**src/rtl/cmp_pkg.sv**
```systemverilog
package cmp_pkg;

  typedef enum logic [0:0] {
    CM_SET_CLR = 1'b0,
    CM_LEVEL   = 1'b1
  } cmp_mode_e;

  typedef struct packed {
    cmp_mode_e mode;
    logic      level;
  } chan_ctl_t;

  localparam chan_ctl_t CTL_RESET = '{mode: CM_SET_CLR, level: 1'b0};

endpackage

```
**src/rtl/cmp_store.sv**
```systemverilog
module cmp_store
  import cmp_pkg::*;
#(
  parameter int            TW   = 16,
  parameter logic [TW-1:0] INIT = '1
) (
  input  logic          clk,
  input  logic          rst,
  input  logic          wr_val,
  input  logic          wr_ctl,
  input  logic [TW-1:0] wr_data,
  input  logic          tmr_ovf,
  output logic [TW-1:0] ref_q,
  output logic [TW-1:0] shadow_q,
  output chan_ctl_t     ctl_q
);

  always_ff @(posedge clk) begin
    if (rst) begin
      ref_q    <= INIT;
      shadow_q <= INIT;
      ctl_q    <= CTL_RESET;
    end else begin
      if (wr_val) ref_q <= wr_data;
      // shadow takes the value held before this edge
      if (tmr_ovf) shadow_q <= ref_q;
      if (wr_ctl) begin
        ctl_q.mode  <= cmp_mode_e'(wr_data[0]);
        ctl_q.level <= wr_data[1];
      end
    end
  end

endmodule

```
**src/rtl/cmp_pin.sv**
```systemverilog
module cmp_pin
  import cmp_pkg::*;
#(
  parameter int TW = 16
) (
  input  logic          clk,
  input  logic          rst,
  input  logic [TW-1:0] tmr_cnt,
  input  logic          tmr_ovf,
  input  chan_ctl_t     ctl,
  input  logic [TW-1:0] ref_val,
  input  logic [TW-1:0] shadow_val,
  input  logic          irq_clr,
  output logic          match,
  output logic          pin_q,
  output logic          irq_q
);

  logic [TW-1:0] active;

  assign active = (ctl.mode == CM_LEVEL) ? ref_val : shadow_val;
  assign match  = (tmr_cnt == active);

  always_ff @(posedge clk) begin
    if (rst) begin
      pin_q <= 1'b0;
      irq_q <= 1'b0;
    end else begin
      irq_q <= match | (irq_q & ~irq_clr);
      unique case (ctl.mode)
        CM_SET_CLR: begin
          if (tmr_ovf)    pin_q <= 1'b0;
          else if (match) pin_q <= 1'b1;
        end
        CM_LEVEL: begin
          if (match) pin_q <= ctl.level;
        end
      endcase
    end
  end

endmodule

```
**src/rtl/cmp_bank.sv**
```systemverilog
module cmp_bank
  import cmp_pkg::*;
#(
  parameter int  N_CH = 8,
  parameter int  TW   = 16,
  localparam int CW   = (N_CH > 1) ? $clog2(N_CH) : 1,
  localparam int AW   = CW + 1
) (
  input  logic            clk,
  input  logic            rst,
  input  logic [TW-1:0]   tmr_cnt,
  input  logic            tmr_ovf,
  input  logic            wr_en,
  input  logic [AW-1:0]   wr_addr,
  input  logic [TW-1:0]   wr_data,
  input  logic [N_CH-1:0] irq_clr,
  output logic [N_CH-1:0] cmp_out,
  output logic [N_CH-1:0] irq_flag
);

  logic [N_CH-1:0] match_v;
  logic [N_CH-1:0] mode_v;
  logic            ctl_sel;

  assign ctl_sel = wr_addr[AW-1];

  for (genvar g = 0; g < N_CH; g++) begin : g_ch
    logic          hit;
    logic [TW-1:0] ref_q;
    logic [TW-1:0] shadow_q;
    chan_ctl_t     ctl_q;

    assign hit       = wr_en && (wr_addr[CW-1:0] == CW'(g));
    assign mode_v[g] = (ctl_q.mode == CM_LEVEL);

    cmp_store #(.TW(TW)) u_store (
      .clk      (clk),
      .rst      (rst),
      .wr_val   (hit && !ctl_sel),
      .wr_ctl   (hit && ctl_sel),
      .wr_data  (wr_data),
      .tmr_ovf  (tmr_ovf),
      .ref_q    (ref_q),
      .shadow_q (shadow_q),
      .ctl_q    (ctl_q)
    );

    cmp_pin #(.TW(TW)) u_pin (
      .clk        (clk),
      .rst        (rst),
      .tmr_cnt    (tmr_cnt),
      .tmr_ovf    (tmr_ovf),
      .ctl        (ctl_q),
      .ref_val    (ref_q),
      .shadow_val (shadow_q),
      .irq_clr    (irq_clr[g]),
      .match      (match_v[g]),
      .pin_q      (cmp_out[g]),
      .irq_q      (irq_flag[g])
    );
  end

endmodule

```
**config.mk**
```make
export PLATFORM = sky130hd
export DESIGN_NAME = cmp_bank
export DESIGN_NICKNAME = d
export VERILOG_FILES = /design/src/rtl/cmp_pkg.sv /design/src/rtl/cmp_store.sv /design/src/rtl/cmp_pin.sv /design/src/rtl/cmp_bank.sv
export SDC_FILE = /design/constraint.sdc
export NUM_CORES = 1
export LEC_CHECK = 0
export BUFFER_PORTS_ARGS = -buffer_cell sky130_fd_sc_hd__buf_2
export CAP_MARGIN = 5
export CORE_AREA = 3 3 180 164
export DETAILED_ROUTE_END_ITERATION = 10
export DIE_AREA = 0 0 183 167
export HOLD_SLACK_MARGIN = 0.1
export PLACE_DENSITY_LB_ADDON = 0.08
export SKIP_CTS_REPAIR_TIMING = 1
export SYNTH_ARGS = -nofsm -noshare
export SYNTH_HDL_FRONTEND = slang
export SYNTH_SLANG_ARGS = --single-unit
```
**constraint.sdc**
```tcl
create_clock -name clk -period 3.8 [get_ports clk]
set_clock_uncertainty 0.2 [all_clocks]
set_input_delay 0.38 -clock clk [delete_from_list [all_inputs] [get_ports clk]]
set_output_delay 0.38 -clock clk [all_outputs]
set_load 0.05 [all_outputs]
```
* Yosys cells after proc, flatten, opt, wreduce, memory -nomap -nowiden *
Cells that the tools add are included.

storage, ports and cells
  flip-flop bits (word level) = 288
  output and inout port bits = 16
  word-level logic and storage cells = 185

operators by class
  equality and inequality tests = 31
  mux-type cells = 40
  bitwise logic cells = 32
  reduce and logical (&&, ||, !) cells = 34

operators with widths
  kind                                                                     number
  16-bit equality test                                                     8
  16-bit two-way mux                                                       8
  1-bit logical AND                                                        24
  1-bit two-way mux                                                        24
  3-bit by 2-bit inequality test with 1-bit output, second input constant  8
  1-bit NOT                                                                16
  1-bit one-hot mux with 2 select lines                                    8
  2-bit AND reduction                                                      8
  2-bit by 1-bit inequality test with 1-bit output, second input constant  7
  3-bit equality test, second input constant                               4
  1-bit bitwise AND                                                        8
  1-bit bitwise OR                                                         8
  3-bit by 2-bit equality test with 1-bit output, second input constant    2
  3-bit by 1-bit equality test with 1-bit output, second input constant    1
  3-bit logical NOT                                                        1
  2-bit inequality test, second input constant                             1
  1-bit logical NOT                                                        1

* Depth between registers and ports, before layout *
  depth after elaboration = 5
  mapped depth = 8

* Modules after synthesis *
A second synthesis with hierarchy kept.

unflattened totals
  cells, all modules = 1303
  area, all modules = 13903.3 µm²

by module, submodules not included
  module     instances  cells an instance  area an instance (µm²)  sequential area each (µm²)
  cmp_store  8          112                1268.7                  680.7
  cmp_pin    8          48                 454.2                   40.0
  cmp_bank   1          23                 120.1                   0.0

* Least setup slack after synthesis *
Ideal clock, no wire load.

  path kind = register to register
  start = reg g_ch[4].u_store.ctl_q[1] (netlist name)
  end = reg g_ch[4].u_pin.pin_q
  library setup time = 122 ps
  arrival = 1693 ps
  data required time = 3478 ps
  path slack = 1785 ps
  stages on the path, launching flop included = 8
  clock period less this slack = 2015 ps
  cells stage by stage = dfxtp_1 -> buf_2 -> buf_4 -> mux2i_1 -> xnor2_1 -> nor4_1 -> nand4_1 -> o311a_1

between the ends
  longest elaborated chain between the ends = 4
  elaborated cells on any way between the ends = 7

RTL lines
  what                                                                                                                                   RTL line       text
  16-bit two-way mux                                                                                                                     cmp_pin.sv:21  assign active = (ctl.mode == CM_LEVEL) ? ref_val : shadow_val;
  16-bit equality test                                                                                                                   cmp_pin.sv:22  assign match = (tmr_cnt == active);
  3-bit by 2-bit inequality test with 1-bit output (no line) / 2-bit by 1-bit inequality test with 1-bit output (equally long branches)  --
  2-bit AND reduction (no line)                                                                                                          --
  end signal, assigned                                                                                                                   cmp_pin.sv:36  if (match) pin_q <= ctl.level;
  end, declared                                                                                                                          cmp_pin.sv:15  output logic pin_q,

Several ways; a longest one is shown, not always the timed one.
A chain may end at the register's enable or synchronous reset.

* Worst setup path after layout *
  start = reg g_ch[1].u_store.ctl_q[1] (netlist name)
  end = reg g_ch[1].u_pin.pin_q

between the ends
  longest elaborated chain between the ends = 4
  elaborated cells on any way between the ends = 7

RTL lines
  what                                                                                                                                   RTL line
  16-bit two-way mux                                                                                                                     cmp_pin.sv:21
  16-bit equality test                                                                                                                   cmp_pin.sv:22
  3-bit by 2-bit inequality test with 1-bit output (no line) / 2-bit by 1-bit inequality test with 1-bit output (equally long branches)  --
  2-bit AND reduction (no line)                                                                                                          --
  end signal, assigned                                                                                                                   cmp_pin.sv:36
  end, declared                                                                                                                          cmp_pin.sv:15

Several ways; a longest one is shown, not always the timed one.

==> results.cfg <==
[status]
status = complete, no violations

[sta]
period_needed_ns = 2.85
fmax_mhz = 351
finalMaxSlewViolations = 0
rsz0062_at_grt = false
slew_headroom_pct = 26.2
fin_crit_sh_pct = 74.9
setup_viol = 0
tightestPinTransition_ns = 1.11
fin_tns_setup_ns = 0
hold_viol = 0

[min_path]
min_from = wr_data[13]
hp-class = in -> reg

[synthesis]
ys_ff_latch = 288
yosysUniqueCellTypes = 29
syn_area_per_cell_um2 = 10.1
yosysWarnings = 0
synth.net_count = 1414
ys_seq_area_share_pct = 41.8
synth_cells = 1366
synth_area_um2 = 13800

[finish]
multiInputGateArea_um2 = 7210
final_cell_mix = dfxtp_1, nor2b_1, a211o_1
layout-drive-gt1-share_pct = 12.2
syn2layout_area_growth_pct = 10.4
fill_cells = 2475
postLayoutCoreUtil_pct = 54.7
n_antenna_cell = 0
register_area_um2 = 5770
num-nets-final = 1400
layout_commonest_cell = dfxtp_1

[placed_design]
gp_congestion = 0.759
numPortBuffers = 63
dp_hpwl_um = 21300

[worst_setup_path]
path_class = reg -> reg
critPathLaunchType = flip-flop
critPathLaunch = g_ch[1].u_store.ctl_q[1]
end_kind = flip-flop
arrival_ns = 3.05
worstReg2RegStart = g_ch[1].u_store.ctl_q[1]
required_ns = 4.00
path_max_fanout = 14

[grt]
use_met2_pct = 35.0
grtUsageMet1_pct = 33.6
gr-usage-met3_pct = 3.39
grt.total_usage_pct = 22.7
grt_pass1_vias = 9163
grt_overflow = 0
grt_first_pass_wirelength_um = 54200
antenna_found_initial = 0
top_usage_layer = met2
grt_max_degree = 150

[route]
wl_um = 35300
drc_errors = 0
viasPerCell = 5.66
drt-initial-drc-count = 659
firstDrtPassIters = 5
wl_per_cell_um = 20.4
dr_total_vias = 9805
ant_nets = 0

[clocking]
cts_tree = yes
cts-root-buf = clkbuf_16
clkTransAtPathRegs_ns = 0.06
cts_buffer_depth = 3
numClockSinks = 288
worstSkewPairLatency_ns = 0.50
h-tree-depth = 2
cts_made_buffers = 34

[die]
dieArea_um2 = 30600
die-height_um = 167
boundaryPins = 64
start_util_pct = 49.6
std_cell_rows = 58
dieWidth_um = 183
core_um2 = 27900

[power]
peakVddDrop_mv = 0.335
p_total_mw = 7.03
leakage_nw = 5.09
power_density_nw_per_um2 = 461

[job]
maxCapViolCount = 0
## cell usage after synthesis (all sizes together)
library cell  count  area (um^2)
nand3b            2         15.0
buf              74          528
nor2             13         48.8
xnor2           128         1120
mux2i           130         1300
or3b              1         8.76
o21ai            14         70.1
nand4             8         50.1
dfxtp           288         5770
nor3             11         60.1
a211o           256         2240
clkbuf           79          303
o311a             1         10.0
nor4             32          200
nand2b           11         68.8
nor2b           263         1700
a21oi            23          115
nand2            15         56.3
or2               1         6.26
inv               8         30.0
a2111oi           7          105
nand3             1         5.00
## critical path, stage by stage (launching register included)
cell	delay (ns)
dfxtp_1	0.82
mux2i_1	0.29
xnor2_1	0.09
nor4_1	0.59
nand4_1	0.30
nor2b_4	0.21
a2111oi_2	0.25
## final timing paths
kind / to / slack [ns] / cells past startpoint
setup reg to reg: g_ch[1].u_pin.pin_q / 0.95 / 6
setup / recovery: g_ch[1].u_pin.pin_q / 0.95 / 6
hold reg to reg: g_ch[7].u_pin.irq_q / 0.27 / 2
hold / removal: g_ch[7].u_store.ref_q[13] / 0.13 / 2
## state kept, by name (all words and copies together), names as in the netlist
| signal | count |
|---|---|
| g_ch.u_pin.irq_q | 8 |
| g_ch.u_pin.pin_q | 8 |
| g_ch.u_store.ctl_q | 16 |
| g_ch.u_store.ref_q | 128 |
| g_ch.u_store.shadow_q | 128 |
## power breakdown
group	internal, mW	switching [mW]	total, mW	leakage, nW
sequential	3.13	0.0569	3.18	2.36
clock	1.93	1.22	3.16	0.545
combinational	0.301	0.391	0.692	2.19
## logic make-up after synthesis
family	after synthesis	share of synthesized area [%]
simple gates	358	16.1
mux	130	9.42
xor+xnor	128	8.12
compound gates	301	18.4
flops	288	41.8
buf+inv	161	6.23
## final cells by class
cell class | instances | area share (%)
repair buffers | 103 | 4.54
multi-input cells | 917 | 47.3
inverters | 8 | 0.197
well taps | 360 | 2.95
clock inverters | 4 | 0.131
flip-flops and latches | 288 | 37.8
clock buffers | 53 | 7.06
## stage by stage
stage,setup WS (ns),instances,cell area [um^2],hold WS [ns]
5_1_grt,0.681,1733,15200,0.120
3_3_place_gp,0.990,1668,14100,0.255
3_5_place_dp,0.959,1668,14100,0.263
2_1_floorplan,1.79,1366,13800,0.250
4_1_cts,0.943,1725,15200,-0.0809
6_report,0.954,1733,15200,0.133
## metal layers
| layer | up-vias | part of all wire [%] | wire length, um |
|---|---|---|---|
| met2 | 200 | 44 | 15500 |
| met4 | 0 | 1.8 | 644 |
| li1 | 4778 | - | - |
| met1 | 4785 | 50 | 17600 |
| met3 | 42 | 4.4 | 1560 |
| met5 | - | 0 | 0 |
Note: power is estimated with default switching activity, not from simulation.
